--- config.mk ---
export PLATFORM = sky130hd
export DESIGN_NAME = rs_station
export DESIGN_NICKNAME = d
export VERILOG_FILES = /design/src/rtl/rs_pkg.sv /design/src/rtl/rs_src_capture.sv /design/src/rtl/rs_slot.sv /design/src/rtl/rs_age_pick.sv /design/src/rtl/rs_station.sv
export SDC_FILE = /design/constraint.sdc
export NUM_CORES = 1
export LEC_CHECK = 0
export ABC_AREA = 1
export BUFFER_PORTS_ARGS = -buffer_cell sky130_fd_sc_hd__buf_4
export CORE_MARGIN = 8
export CORE_UTILIZATION = 40
export DETAILED_ROUTE_END_ITERATION = 6
export PLACE_DENSITY = 0.62
export SYNTH_ARGS = -nofsm -noshare
export SYNTH_HDL_FRONTEND = slang
export SYNTH_SLANG_ARGS = --single-unit
--- constraint.sdc ---
create_clock -name clk -period 7.6 [get_ports clk]
set_input_delay 0.76 -clock clk [delete_from_list [all_inputs] [get_ports clk]]
set_output_delay 0.76 -clock clk [all_outputs]
set_load 0.01 [all_outputs]
--- src/rtl/rs_pkg.sv ---
package rs_pkg;
    parameter int TAG_W     = 4;
    parameter int DATA_W    = 16;
    parameter int OP_W      = 4;
    parameter int NSRC      = 2;
    parameter int RS_DEPTH  = 4;

    typedef logic [TAG_W-1:0]  tag_t;
    typedef logic [DATA_W-1:0] data_t;
    typedef logic [OP_W-1:0]   op_t;

    typedef struct packed {
        logic  rdy;
        tag_t  tag;
        data_t val;
    } opnd_t;

    typedef struct packed {
        op_t               op;
        tag_t              dst;
        opnd_t [NSRC-1:0]  src;
    } rs_instr_t;

    typedef struct packed {
        logic  vld;
        tag_t  tag;
        data_t val;
    } bcast_t;

    function automatic logic tag_hit(input opnd_t o, input bcast_t b);
        return b.vld && !o.rdy && (o.tag == b.tag);
    endfunction
endpackage

--- src/rtl/rs_src_capture.sv ---
module rs_src_capture
    import rs_pkg::*;
(
    input  opnd_t  in_op,
    input  bcast_t bc,
    output opnd_t  out_op
);
    always_comb begin
        out_op = in_op;
        if (tag_hit(in_op, bc)) begin
            out_op.rdy = 1'b1;
            out_op.val = bc.val;
        end
    end
endmodule

--- src/rtl/rs_slot.sv ---
module rs_slot
    import rs_pkg::*;
#(
    parameter int AGE_W = 2
)(
    input  logic             clk,
    input  logic             rst,
    input  logic             load,
    input  rs_instr_t        load_instr,
    input  logic [AGE_W-1:0] load_age,
    input  logic             clear,
    input  logic             age_dec,
    input  bcast_t           bc,
    output logic             valid,
    output rs_instr_t        instr,
    output logic [AGE_W-1:0] age,
    output logic             all_rdy
);
    rs_instr_t woke;
    logic [NSRC-1:0] rdy_vec;

    always_comb begin
        woke.op  = instr.op;
        woke.dst = instr.dst;
    end

    for (genvar s = 0; s < NSRC; s++) begin : g_src
        rs_src_capture u_cap (
            .in_op  (instr.src[s]),
            .bc     (bc),
            .out_op (woke.src[s])
        );
        assign rdy_vec[s] = instr.src[s].rdy;
    end

    assign all_rdy = valid && (&rdy_vec);

    always_ff @(posedge clk) begin
        if (rst) begin
            valid <= 1'b0;
            instr <= '0;
            age   <= '0;
        end else if (load) begin
            valid <= 1'b1;
            instr <= load_instr;
            age   <= load_age;
        end else begin
            if (clear) begin
                valid <= 1'b0;
            end
            instr <= woke;
            if (age_dec) begin
                age <= age - 1'b1;
            end
        end
    end
endmodule

--- src/rtl/rs_age_pick.sv ---
module rs_age_pick #(
    parameter int N     = 4,
    parameter int AGE_W = 2,
    localparam int IDX_W = (N > 1) ? $clog2(N) : 1
)(
    input  logic [N-1:0]     req,
    input  logic [AGE_W-1:0] age [N],
    output logic [N-1:0]     grant,
    output logic             any,
    output logic [IDX_W-1:0] idx
);
    for (genvar i = 0; i < N; i++) begin : g_win
        logic w;
        always_comb begin
            w = req[i];
            for (int j = 0; j < N; j++) begin
                if (j != i && req[j] && !(age[i] < age[j])) begin
                    w = 1'b0;
                end
            end
        end
        assign grant[i] = w;
    end

    assign any = |req;

    always_comb begin
        idx = '0;
        for (int k = 0; k < N; k++) begin
            if (grant[k]) begin
                idx = IDX_W'(k);
            end
        end
    end
endmodule

--- src/rtl/rs_station.sv ---
module rs_station
    import rs_pkg::*;
#(
    parameter int DEPTH = RS_DEPTH
)(
    input  logic              clk,
    input  logic              rst,
    input  logic              ins_valid,
    output logic              ins_ready,
    input  logic [OP_W-1:0]   ins_op,
    input  logic [TAG_W-1:0]  ins_dst_tag,
    input  logic              ins_s0_rdy,
    input  logic [TAG_W-1:0]  ins_s0_tag,
    input  logic [DATA_W-1:0] ins_s0_val,
    input  logic              ins_s1_rdy,
    input  logic [TAG_W-1:0]  ins_s1_tag,
    input  logic [DATA_W-1:0] ins_s1_val,
    input  logic              bc_valid,
    input  logic [TAG_W-1:0]  bc_tag,
    input  logic [DATA_W-1:0] bc_val,
    output logic              dp_valid,
    input  logic              dp_ready,
    output logic [OP_W-1:0]   dp_op,
    output logic [TAG_W-1:0]  dp_dst_tag,
    output logic [DATA_W-1:0] dp_s0_val,
    output logic [DATA_W-1:0] dp_s1_val
);
    localparam int AGE_W = (DEPTH > 1) ? $clog2(DEPTH) : 1;
    localparam int IDX_W = (DEPTH > 1) ? $clog2(DEPTH) : 1;
    localparam int CNT_W = $clog2(DEPTH + 1);

    bcast_t     bc;
    rs_instr_t  ins_raw;
    rs_instr_t  ins_woke;

    logic [DEPTH-1:0] ent_vld;
    logic [DEPTH-1:0] ent_rdy;
    logic [DEPTH-1:0] grant;
    rs_instr_t        ent_instr [DEPTH];
    logic [AGE_W-1:0] ent_age   [DEPTH];

    logic             pick_any;
    logic [IDX_W-1:0] pick_idx;
    logic [IDX_W-1:0] free_idx;
    logic             free_any;
    logic [CNT_W-1:0] occ_cnt;
    logic [CNT_W-1:0] new_age_full;
    logic             accept;
    logic             fire;

    assign bc = '{vld: bc_valid, tag: bc_tag, val: bc_val};

    always_comb begin
        ins_raw.op  = ins_op;
        ins_raw.dst = ins_dst_tag;
        ins_raw.src[0] = '{rdy: ins_s0_rdy, tag: ins_s0_tag, val: ins_s0_val};
        ins_raw.src[1] = '{rdy: ins_s1_rdy, tag: ins_s1_tag, val: ins_s1_val};
        ins_woke.op  = ins_raw.op;
        ins_woke.dst = ins_raw.dst;
    end

    for (genvar s = 0; s < NSRC; s++) begin : g_ins_cap
        rs_src_capture u_cap (
            .in_op  (ins_raw.src[s]),
            .bc     (bc),
            .out_op (ins_woke.src[s])
        );
    end

    always_comb begin
        free_any = 1'b0;
        free_idx = '0;
        occ_cnt  = '0;
        for (int k = DEPTH - 1; k >= 0; k--) begin
            if (!ent_vld[k]) begin
                free_any = 1'b1;
                free_idx = IDX_W'(k);
            end
            occ_cnt = occ_cnt + CNT_W'(ent_vld[k]);
        end
    end

    assign ins_ready    = free_any;
    assign accept       = ins_valid && ins_ready;
    assign fire         = dp_valid && dp_ready;
    assign new_age_full = occ_cnt - CNT_W'(fire);

    rs_age_pick #(
        .N     (DEPTH),
        .AGE_W (AGE_W)
    ) u_pick (
        .req   (ent_rdy),
        .age   (ent_age),
        .grant (grant),
        .any   (pick_any),
        .idx   (pick_idx)
    );

    for (genvar i = 0; i < DEPTH; i++) begin : g_slot
        logic do_load;
        logic do_clear;
        logic do_dec;
        assign do_load  = accept && (free_idx == IDX_W'(i));
        assign do_clear = fire && grant[i];
        assign do_dec   = fire && ent_vld[i] && (ent_age[i] > ent_age[pick_idx]);

        rs_slot #(
            .AGE_W (AGE_W)
        ) u_slot (
            .clk        (clk),
            .rst        (rst),
            .load       (do_load),
            .load_instr (ins_woke),
            .load_age   (new_age_full[AGE_W-1:0]),
            .clear      (do_clear),
            .age_dec    (do_dec),
            .bc         (bc),
            .valid      (ent_vld[i]),
            .instr      (ent_instr[i]),
            .age        (ent_age[i]),
            .all_rdy    (ent_rdy[i])
        );
    end

    assign dp_valid   = pick_any;
    assign dp_op      = ent_instr[pick_idx].op;
    assign dp_dst_tag = ent_instr[pick_idx].dst;
    assign dp_s0_val  = ent_instr[pick_idx].src[0].val;
    assign dp_s1_val  = ent_instr[pick_idx].src[1].val;
endmodule

* Word level (Yosys, flattened, before mapping) *
Cells that the tools add are included.

operators by class
  add/subtract/negate cells = 8
  bitwise operators = 1
  reductions and logical operators = 98
  equality and inequality tests = 13
  mux-type cells = 69
  magnitude comparators = 17

operators with widths
  kind                                              count
  2-to-1 mux 42 bit                                 4
  2-to-1 mux 16 bit                                 10
  binary-select mux 50 bit (select 2 bit)           1
  2-to-1 mux 50 bit                                 2
  logical AND 1 bit                                 54
  == test 4 bit                                     10
  2-to-1 mux 1 bit                                  35
  2-to-1 mux 2 bit                                  16
  nonzero test 2 bit                                16
  < comparator 2 bit                                12
  zero test 1 bit                                   22
  greater-than comparator 2 bit                     4
  AND reduction 2 bit                               4
  subtractor 2 x 1 -> 2 bit, second input constant  4
  adder 2 x 1 -> 2 bit                              2
  binary-select mux 2 bit (select 2 bit)            1
  == test 2 bit, second input constant              2
  OR reduction 4 bit                                1
  >= comparator 3 bit, second input constant        1
  NOT 2 -> 3 bit                                    1
  adder 1 x 1 -> 2 bit                              1
  == test 2 x 1 -> 1 bit, second input constant     1
  zero test 2 bit                                   1
  subtractor 2 x 1 -> 2 bit                         1

storage, ports and cells
  flip-flop bits (word level) = 212
  bits of input ports = 75
  logic and storage cells = 246

* Longest topological paths before layout *
Gate-level depths: netlist of run 1.

  depth in word-level cells = 17
  depth in mapped cells = 22
  gate-level depth less buffers = 21

* Cells and area by module *
Synthesis of run 1 repeated with hierarchy kept, for this count alone.

second synthesis, totals
  cell total of the unflattened synthesis = 2436
  area, all modules = 14970.6 µm²

modules (own cells, without submodules)
  module          cells each  area an instance (µm²)  times used
  rs_slot         248         1958.1                  4
  rs_src_capture  80          424.2                   10
  rs_station      555         2432.3                  1
  rs_age_pick     89          464.2                   1

* Least setup slack after synthesis of run 1 *
OpenSTA, ideal clock, no wires.

  path kind = register to register
  start = reg g_slot[3].u_slot.valid
  end = reg g_slot[3].u_slot.age[1]
  clock period less this slack = 2847 ps
  required time = 7530 ps
  setup slack = 4753 ps
  arrival = 2777 ps
  cell stages (with the launch flop) = 15
  cell sequence = dfxtp_1 inv_2 o2111ai_1 nand2_1 inv_1 ha_1 fa_1 inv_1 ha_1 xnor2_1 xor2_1 nand2_1 o21ai_0 nand2_1 a21oi_1

RTL lines
  item                                                                               line               text
  start: declaration                                                                 rs_slot.sv:14      output logic valid,
  start signal: assignment                                                           rs_slot.sv:40      valid <= 1'b0;
  start signal: assignment                                                           rs_slot.sv:44      valid <= 1'b1;
  start signal: assignment                                                           rs_slot.sv:49      valid <= 1'b0;
  logical AND 1 bit (*)                                                              rs_slot.sv:36      assign all_rdy = valid && (&rdy_vec);
  OR reduction 4 bit (*)                                                             rs_age_pick.sv:25  assign any = |req;
  named net dp_valid                                                                 rs_station.sv:21   output logic dp_valid,
  logical AND 1 bit (*)                                                              rs_station.sv:85   assign fire = dp_valid && dp_ready;
  parallel branches: the longest is 3 deep, another holds subtractor 2 x 1 -> 2 bit  --
  end signal: assignment                                                             rs_slot.sv:46      age <= load_age;
  end signal: assignment                                                             rs_slot.sv:53      age <= age - 1'b1;
  end: declaration                                                                   rs_slot.sv:16      output logic [AGE_W-1:0] age,

Mark *: on every way through the listed nets, which the timed path passes. The select of a mux whose other input is x is not followed.
A chain may end at the register's enable or synchronous reset.

* Worst setup path in the final report of run 1 *
  start = reg g_slot[3].u_slot.age[1]
  end = out dp_op[3]

on the way
  longest elaborated chain between the ends = 11

ends and longest elaborated chain
  item                                                  line                                  text
  < comparator 2 bit                                    rs_age_pick.sv:17                     if (j != i && req[j] && !(age[i] < age[j])) begin
  zero test 1 bit                                       rs_age_pick.sv:17
  logical AND 1 bit                                     rs_age_pick.sv:17
  2-to-1 mux 1 bit                                      rs_age_pick.sv:17
  2-to-1 mux 1 bit, on equally long branches            rs_age_pick.sv:30, rs_age_pick.sv:17
  2-to-1 mux 2 bit or 2-to-1 mux 1 bit (tied branches)  rs_age_pick.sv:30, rs_age_pick.sv:17
  2-to-1 mux 2 bit (*)                                  rs_age_pick.sv:30                     if (grant[k]) begin
  NOT 2 -> 3 bit (implied by the code) (*)              rs_station.sv:126                     assign dp_op = ent_instr[pick_idx].op;
  binary-select mux 50 bit (select 2 bit) (*)           rs_station.sv:126
  2-to-1 mux 50 bit (*) (2 in a row)                    --
  end: declaration                                      rs_station.sv:23                      output logic [OP_W-1:0] dp_op,

Every way passes the cells marked *; elsewhere a longest branch is shown, timed or not. The select of a mux whose other input is x is not followed.

==> flow_summary.yaml, run 1 <==
run_status:
  status: "finished clean"
die:
  core_um2: 27500
  die_w_um: 182
  die_h_um: 182
  rows: 61
  die-area_um2: 33200
  ios: 117
  initial_core_util: 0.402
logic_synthesis:
  syn_area_um2: 11100
  syn_avg_cell_area_um2: 6.80
  synth_cell_types: 41
  synthCells: 1626
  yosysWarnings: 0
  yosys_register_bits: 212
  synthDominantCellAreaShare: 0.384
  seq_area_frac_synth: 0.384
  synth_area_leader_cell: "dfxtp_1"
  syn-num-nets: 1721
  synth.area.top_cells: "dfxtp_1 (38%), nand2_1 (16%), a31oi_1 (7.6%)"
final_layout:
  final_cell_mix: "nand2_1 (473), dfxtp_1 (212), nor2_1 (183)"
  design_area_um2: 12800
  area_delta_synth_final_pct: 16.1
  drive_above_1_share: 0.123
  fillers: 2825
  final_common_cell: "nand2_1"
  multiInputGateArea_um2: 6020
  nNetsFinal: 1770
  finalNonFillerCells: 2040
  diodes: 0
  seq_area_um2: 4240
worst_setup_path:
  arrival_ps: 4760
  worst-path-buf-inv: 4
  reg2reg_to: "g_slot[2].u_slot.age[1]"
  r2r_start: "g_slot[3].u_slot.age[1]"
  cp_data_required_time_ps: 6840
  crit_path_end_kind: "primary output"
  crit_slowest_cell: "nand2_2"
  start_kind: "register"
  path_cells: "inv_1, ha_1, inv_1, o21bai_1, nand2_1, nand2_1, nand3_2, nand2_2, buf_4, o32ai_1, a21oi_1, buf_4"
  startpoint: "g_slot[3].u_slot.age[1]"
  crit_fanout: 45
  r2r_setup_slack_ps: 2520
  cpPeakStageDelay_ps: 980
  cpLargestDelayFamily: "simple AND/OR/NAND/NOR gates"
  reg2reg_depth: 20
  crit_type: "register to primary output"
sta:
  clock_skew_ps: 13.4
  max_freq_ghz: 0.181
  worstMarginPinSlew_ps: 1240
  hold_violations: 0
  fin_crit_ps: 5520
  slew_headroom: 0.176
  grt_setup_unrepaired: "no"
  finalSetupViolations: 0
  whs_ps: 477
  worst_slack_ps: 2080
  drv_slew: 0
  fin_setup_tns_ps: 0
  fin_crit_sh: 0.727
clock_network:
  post_cts_buffers: 0
  cts_root_buf: "clkbuf_16"
  cts_tree: "yes"
  h-tree-depth: 1
  cts-hold-fix-buffers: 0
  clk_path_buf_depth: 3
  cts-resized-gates: 0
  cts_sinks: 212
  numCtsBuffers: 25
  insertion_delay_ps: 540
  clkTransAtPathRegs_ps: 60
routing:
  wl_um: 40900
  dr.first_iter.drc_count: 1223
  antenna_left: 0
  first_pass_iters: 5
  via_per_inst: 5.78
  num_vias: 11800
  wl_per_cell_um: 20.1
  drc: 0
power_and_ir_drop:
  pwr_density_cell_nw_per_um2: 211
  ir_drop_uv: 140
  p_leak_nw: 4.99
grt:
  grt-ovfl-total: 0
  grt_pass1_wl_um: 64200
  antenna_found_initial: 0
  grt_max_degree: 75
  grt_pass1_vias: 11300
  track_usage: 0.238
placement:
  placed_cell_area_um2: 12000
  place_ws_ps: 2660
  gp_routability_congestion: 0.892
  hpwl_um: 25600
  io_buffers: 116
  place_inst: 1994
run:
  maxCapViolCount: 0
hold_path:
  hold_path.startpoint: "g_slot[0].u_slot.instr[28]"
  hp-class: "register to register"
  min_path_cells: 2
  whs_endpoint: "g_slot[0].u_slot.instr[28]"
cell usage after synthesis, drive strengths merged:
cell type and instances:
nand2 474, dfxtp 212, nor2 190, a31oi 134, o21ai 124, inv 84, a21oi 78, clkbuf 63
buf 51, o22ai 46, nand3 44, o32ai 40, nand4 21, ha 19, xor2 10, a211oi 9
nor3 7, a221oi 5, clkinv 4, xnor2 3, o221a 2, a21boi 1, a41oi 1, fa 1
nor4 1, o2111ai 1, o21bai 1
registers in the layout, summed over array words and instances (netlist names):
name	flops
g_slot.u_slot.valid	4
g_slot.u_slot.instr	200
g_slot.u_slot.age	8
worst max path at each step:
| stage | endpoint | slack [ps] | cells after the start |
|---|---|---|---|
| floorplan | g_slot[3].u_slot.age[1] | 4750 | 14 |
| global placement | g_slot[2].u_slot.age[0] | 2700 | 20 |
| detailed placement | g_slot[2].u_slot.age[1] | 2660 | 20 |
| CTS | dp_op[3] | 2140 | 12 |
| global route | dp_dst_tag[2] | 1880 | 12 |
| finish | dp_op[3] | 2080 | 12 |
cell families after synthesis:
family          count (synthesis)  share of synthesized area
xor+xnor                       13                     0.0103
simple gates                  737                      0.264
compound gates                442                      0.244
fa+ha+maj                      20                     0.0233
flops                         212                      0.384
buf+inv                       202                     0.0745
per-layer routing:
metal  part of all wire  vias up  GRT usage
met5                  0        -          0
met4              0.037        0     0.0961
met3              0.087      101     0.0400
met2               0.44      567      0.381
met1               0.43     5443      0.313
li1                   -     5681          -
where the power goes:
group          leakage, nW  internal (mW)  switching (mW)  total [mW]
combinational         2.87          0.129           0.226       0.355
clock                0.395          0.662           0.495        1.16
sequential            1.73           1.16          0.0324        1.19
worst register-to-register path, cell delays in order (launching register included):
cell and delay (ps):
dfxtp_1 400, inv_1 130, ha_1 310, inv_1 40, o21bai_1 160, nand2_1 80
nand2_1 90, nand3_2 930, nand2_2 990, buf_4 460, nor2_1 100, o21ai_0 160
inv_1 140, ha_1 300, inv_1 70, a21oi_1 60, nor3_1 190, nand2_1 120
nand2_1 90, nand2_1 60, a21oi_1 120
per-stage QoR:
| stage | utilization | power [mW] |
|---|---|---|
| 2_1_floorplan | - | 1.42 |
| 3_3_place_gp | 0.438 | 1.56 |
| 3_5_place_dp | 0.438 | 1.57 |
| 4_1_cts | 0.467 | 2.71 |
| 5_1_grt | 0.467 | 2.80 |
| 6_report | 0.467 | 2.70 |
layout make-up:
type                    count  area share
clock buffers              34      0.0561
clock inverters            12     0.00536
inverters                  88      0.0257
multi-input cells        1212       0.469
flip-flops and latches    212       0.331
well taps                 346      0.0337
repair buffers            136      0.0796
(Power assumes the default switching activity.)
==> run 2, diff against run 1 <==
- PLACE_DENSITY: 0.62 -> 0.64
- clock period: 7.6 -> 5 ns (I/O delays scaled with it)
==> run 2 against run 1 <==
Against the previous run: clock power increased by 72%; count of clock-buffer cells in the layout decreased by 2; combinational power increased by 52%; power increased by 61%; core utilization increased by 0.36 points; sequential power increased by 52%; largest power group is now clock.
==> flow_summary.yaml, run 2 (synthesis results as in run 1) <==
run_status:
  status: "finished clean"
placement:
  place_ws_ps: 1410
  io_buffers: 116
  hpwl_um: 24400
  gp_routability_congestion: 0.905
  place_inst: 1991
die:
  die-area_um2: 33200
  die_w_um: 182
  rows: 61
  die_h_um: 182
  core_um2: 27500
  initial_core_util: 0.402
  ios: 117
hold_path:
  hold_path.startpoint: "ins_dst_tag[2]"
  hp-class: "input pin to register"
  min_path_cells: 3
  whs_endpoint: "g_slot[1].u_slot.instr[44]"
worst_setup_path:
  reg2reg_to: "g_slot[1].u_slot.age[0]"
  crit_fanout: 58
  start_kind: "register"
  r2r_setup_slack_ps: 1280
  crit_path_end_kind: "primary output"
  cp_data_required_time_ps: 4500
  r2r_start: "g_slot[3].u_slot.age[1]"
  crit_type: "register to primary output"
  arrival_ps: 3630
  reg2reg_depth: 20
routing:
  drc: 0
  num_vias: 12000
  antenna_left: 0
  wl_per_cell_um: 19.9
  wl_um: 40400
  first_pass_iters: 5
  via_per_inst: 5.88
  dr.first_iter.drc_count: 1311
grt:
  track_usage: 0.233
  met3_usage: 0.0473
  grt-ovfl-total: 0
  antenna_found_initial: 0
  use_met1: 0.306
  gr-max-usage-layer: "met2"
  grt_pass1_vias: 11300
  grt_max_degree: 76
  grt_pass1_wl_um: 62700
  global_route.usage.met2: 0.372
final_layout:
  area_delta_synth_final_pct: 17.0
  finalNonFillerCells: 2036
  largest_register: "g_slot.u_slot.instr"
  top_regs: "g_slot.u_slot.instr x200, g_slot.u_slot.age x8, g_slot.u_slot.valid x4"
  drive_above_1_share: 0.122
  diodes: 0
  final_cell_mix: "nand2_1 (473), dfxtp_1 (212), nor2_1 (183)"
  final_common_cell: "nand2_1"
  nNetsFinal: 1767
  largest_register_ff_count: 200
  fillers: 2799
clock_network:
  cts_sinks: 212
  cts_tree: "yes"
  cts-resized-gates: 0
  clk_path_buf_depth: 3
  h-tree-depth: 1
  cts_root_buf: "clkbuf_16"
  clkTransAtPathRegs_ps: 70
  cts-hold-fix-buffers: 0
  insertion_delay_ps: 520
  post_cts_buffers: 0
  numCtsBuffers: 25
sta:
  finalSetupViolations: 0
  whs_ps: 230
  fin_crit_sh: 0.825
  clock_skew_ps: 13.5
  worst_slack_ps: 873
  worstMarginPinSlew_ps: 1190
  grt_setup_unrepaired: "no"
  slew_headroom: 0.207
  hold_violations: 0
  max_freq_ghz: 0.242
  drv_slew: 0
  fin_setup_tns_ps: 0
  fin_crit_ps: 4130
power_and_ir_drop:
  ir_drop_uv: 267
  p_leak_nw: 5.04
  pwr_density_cell_nw_per_um2: 336
  power.total_mw: 4.35
run:
  maxCapViolCount: 0
[run 2: cell count changes in the layout (fill, tap and decap cells not counted)]
| cell | previous run | this run |
|---|---|---|
| bufinv_16 | 0 | 5 |
| buf_4 | 136 | 132 |
| clkinv_2 | 9 | 7 |
| clkinvlp_4 | 2 | 0 |
| buf_12 | 0 | 1 |
| clkbuf_1 | 3 | 2 |
| clkbuf_8 | 6 | 5 |
| inv_6 | 1 | 0 |
| inv_8 | 0 | 1 |
[run 2: worst max-delay path, stage by stage (launching register included)]
cell     delay, ps
dfxtp_1        400
inv_1          150
ha_1           350
nand2_1         80
nand2_1         90
nand3_1         80
nand2_1         80
nand3_2        240
nand2_1        160
inv_2          380
buf_12         360
o32ai_1        120
a21oi_1        390
buf_4          210
[run 2: layer usage]
| layer | vias up | share of wire | wire [um] |
|---|---|---|---|
| li1 | 5696 | - | - |
| met3 | 95 | 0.093 | 3770 |
| met1 | 5560 | 0.43 | 17200 |
| met4 | 0 | 0.032 | 1290 |
| met2 | 628 | 0.45 | 18100 |
| met5 | - | 0 | 0 |
[run 2: final cells by class]
class | instances | area [um2] | area share
Clock buffer | 32 | 702 | 0.0543
Inverter | 88 | 330 | 0.0255
Sequential cell | 212 | 4240 | 0.328
Multi-Input combinational cell | 1212 | 6020 | 0.465
Clock inverter | 13 | 196 | 0.0152
Timing Repair Buffer | 133 | 1010 | 0.0782
Tap cell | 346 | 433 | 0.0335
[run 2: how the worst max path moves through the flow]
stage                                  startpoint                 endpoint  slack, ps
after detailed placement  g_slot[3].u_slot.age[1]  g_slot[1].u_slot.age[0]       1410
final                     g_slot[3].u_slot.age[1]            dp_s0_val[15]        870
after global routing      g_slot[3].u_slot.age[1]            dp_s0_val[15]        730
after global placement    g_slot[3].u_slot.age[1]  g_slot[1].u_slot.age[1]       1440
after CTS                 g_slot[3].u_slot.age[1]            dp_s0_val[15]       1010
after floorplan            g_slot[3].u_slot.valid  g_slot[3].u_slot.age[1]       2150
[run 2: where the power goes]
group          internal (mW)  switching [mW]
Sequential              1.76          0.0472
Combinational          0.195           0.344
Clock                   1.25           0.752
[run 2: through the flow]
stage / utilization / instance area (um2)
2_1_floorplan: - / 11100
3_3_place_gp: 0.438 / 12000
3_5_place_dp: 0.438 / 12000
4_1_cts: 0.471 / 12900
5_1_grt: 0.471 / 12900
6_report: 0.471 / 12900
==> run 3, diff against run 2 <==
- ABC_AREA: 1 -> 0
- PLACE_DENSITY: 0.64 -> 0.62
- clock period: 5 -> 4.3 ns (I/O delays scaled with it)
==> run 3 against run 2 <==
Against the previous run: clock skew increased by 4.0 ps; sequential cell count unchanged; combinational power increased by 22%; cell area increased by 3.5%; sequential share of layout area decreased by 1.1 points; wire length decreased by 14%; critical endpoint is now dp_s1_val[0]; largest cell class unchanged.
==> flow_summary.yaml, run 3 <==
logic_synthesis:
  synth_xor_area_frac: 0.0219
  seq_area_frac_synth: 0.366
  synthCells: 1424
  syn_avg_cell_area_um2: 8.15
  yosys_register_bits: 212
  yosysWarnings: 0
  yosys-top-cells-count: "a211oi_1 (267), nand2_1 (223), dfxtp_1 (212)"
  synth_area_leader_cell: "dfxtp_1"
  async_reset_ff_frac: 0
  synthDominantCellAreaShare: 0.366
  synth_compound_area_frac: 0.276
  synth_fa_ha_area_frac: 0.0232
  synth_top_family_by_area: "compound AO/OA/AOI/OAI gates"
  muxShareOfSynthArea: 0.0634
  synth-edff-count: 0
  synth.area.top_cells: "dfxtp_1 (37%), a211oi_1 (17%), nand2_1 (7.2%)"
  syn-num-nets: 1519
  synthSimpleGateAreaFrac: 0.188
  synth_cell_types: 60
  syn_area_um2: 11600
  yosysMostFrequentCell: "a211oi_1"
  synth-main-ff-cell: "dfxtp_1"
clock_network:
  insertion_delay_ps: 530
  cts-resized-gates: 0
  cts_root_buf: "clkbuf_16"
  cts-hold-fix-buffers: 0
  post_cts_buffers: 0
  cts_sinks: 212
  h-tree-depth: 1
  numCtsBuffers: 24
  clk_path_buf_depth: 3
  cts_tree: "yes"
  clkTransAtPathRegs_ps: 60
worst_setup_path:
  path_cells: "inv_1, ha_1, nor2b_1, a2bb2oi_1, o221a_1, nand2_2, buf_4, mux2i_1, nand2_1, o21ai_0, o21ai_0, buf_4"
  crit_type: "register to primary output"
  crit_fanout: 32
  crit_path_end_kind: "primary output"
  start_kind: "register"
  arrival_ps: 3630
  cp_data_required_time_ps: 3870
  crit_slowest_cell: "buf_4"
  cpPeakStageDelay_ps: 540
  r2r_setup_slack_ps: 300
sta:
  fin_crit_sh: 0.944
  max_freq_ghz: 0.246
  finalSetupViolations: 0
  fin_setup_tns_ps: 0
  worst_slack_ps: 240
  drv_slew: 0
  worstMarginPinSlew_ps: 1100
  hold_violations: 0
  slew_headroom: 0.268
  grt_setup_unrepaired: "no"
  clock_skew_ps: 17.5
  fin_crit_ps: 4060
routing:
  wl_met2_um: 15800
  highest_layer: "met4"
  wl_met1_um: 16800
  wl_per_cell_um: 18.8
  first_pass_iters: 5
  via_per_inst: 5.67
  num_vias: 10500
  antenna_left: 0
  dr_wl_met3_um: 1630
  wl_um: 34700
  drc: 0
  dr.first_iter.drc_count: 756
final_layout:
  largest_register_ff_count: 200
  post-route-util: 0.468
  drive_above_1_share: 0.141
  nNetsFinal: 1545
  largest_register: "g_slot.u_slot.instr"
  top_regs: "g_slot.u_slot.instr x200, g_slot.u_slot.age x8, g_slot.u_slot.valid x4"
  final_common_cell: "a211oi_1"
  final_cell_mix: "a211oi_1 (267), nand2_1 (222), dfxtp_1 (212)"
  area_delta_synth_final_pct: 15.3
power_and_ir_drop:
  power.total_mw: 4.73
  pwr_density_cell_nw_per_um2: 354
  ir_drop_uv: 266
  p_leak_nw: 5.24
grt:
  track_usage: 0.191
  grt_pass1_vias: 10300
  grt_max_degree: 87
  antenna_found_initial: 1
  grt-ovfl-total: 0
  grt_pass1_wl_um: 56100
placement:
  gp_routability_congestion: 0.897
  place_ws_ps: 366
  hpwl_um: 21900
  io_buffers: 116
run:
  maxCapViolCount: 0
run_status:
  status: "finished clean"
die:
  die_w_um: 186
  die-area_um2: 34700
  die_h_um: 186
  rows: 62
  core_um2: 28600
  ios: 117
  initial_core_util: 0.405
hold_path:
  hp-class: "input pin to register"
-- run 3: cell types whose count changed after synthesis, moves of 31 or more --
cell and delta:
nand2_1 -250, nor2_1 -167, a31oi_1 -129, o32ai_1 -40, clkbuf_1 +31, nor2b_1 +130
nand3_1 -31, mux2i_1 +72, inv_1 -49, o22ai_1 -44, a211oi_1 +259
-- run 3: critical path, delay by kind of cell, from the launching register on --
family                     cells  cell delay (ps)
muxes                          1              160
AOI/OAI and AO/OA              4              840
buffers and inverters          3              870
and+or+nand+nor                3              360
DFF                            1              500
adders and majority gates      1              330
-- run 3: power by group --
part / internal [mW] / switching, mW
clock network: 1.15 / 0.826
logic: 0.280 / 0.375
registers: 2.05 / 0.0495
-- run 3: final cells by class --
type | instances | area (um2)
multi-input combinational | 1042 | 6720
sequential | 212 | 4240
antenna | 1 | 2.50
clock inverter | 4 | 31.3
tap | 384 | 480
fill | 2797 | 15200
inverter | 26 | 97.6
timing repair buffer | 144 | 1080
clock buffer | 39 | 727
-- run 3: cells by family after synthesis --
group | count (synthesis)
compound gates | 475
xor+xnor | 29
fa+ha+maj | 21
buf+inv | 170
flops | 212
mux | 73
simple gates | 444
-- run 3: layer usage --
layer  GRT usage  vias to the layer above
met5           0                        -
met4      0.0446                        0
met3      0.0250                       30
met2       0.314                      242
met1       0.261                     5055
li1            -                     5171
-- run 3: path summary, 6_finish.rpt --
path	start	endpoint	cells after the start
max	g_slot[1].u_slot.age[1]	dp_s1_val[0]	12
min	ins_op[0]	g_slot[3].u_slot.instr[46]	3
max reg2reg	g_slot[1].u_slot.age[1]	g_slot[2].u_slot.age[0]	16
min reg2reg	g_slot[3].u_slot.instr[42]	g_slot[3].u_slot.instr[42]	2
-- run 3: per-stage QoR --
step	hold WS [ps]	area [um2]	instances
2_1_floorplan	433	11600	1424
3_3_place_gp	438	12600	1808
3_5_place_dp	444	12600	1808
4_1_cts	173	13400	1851
5_1_grt	177	13400	1852
6_report	185	13400	1852
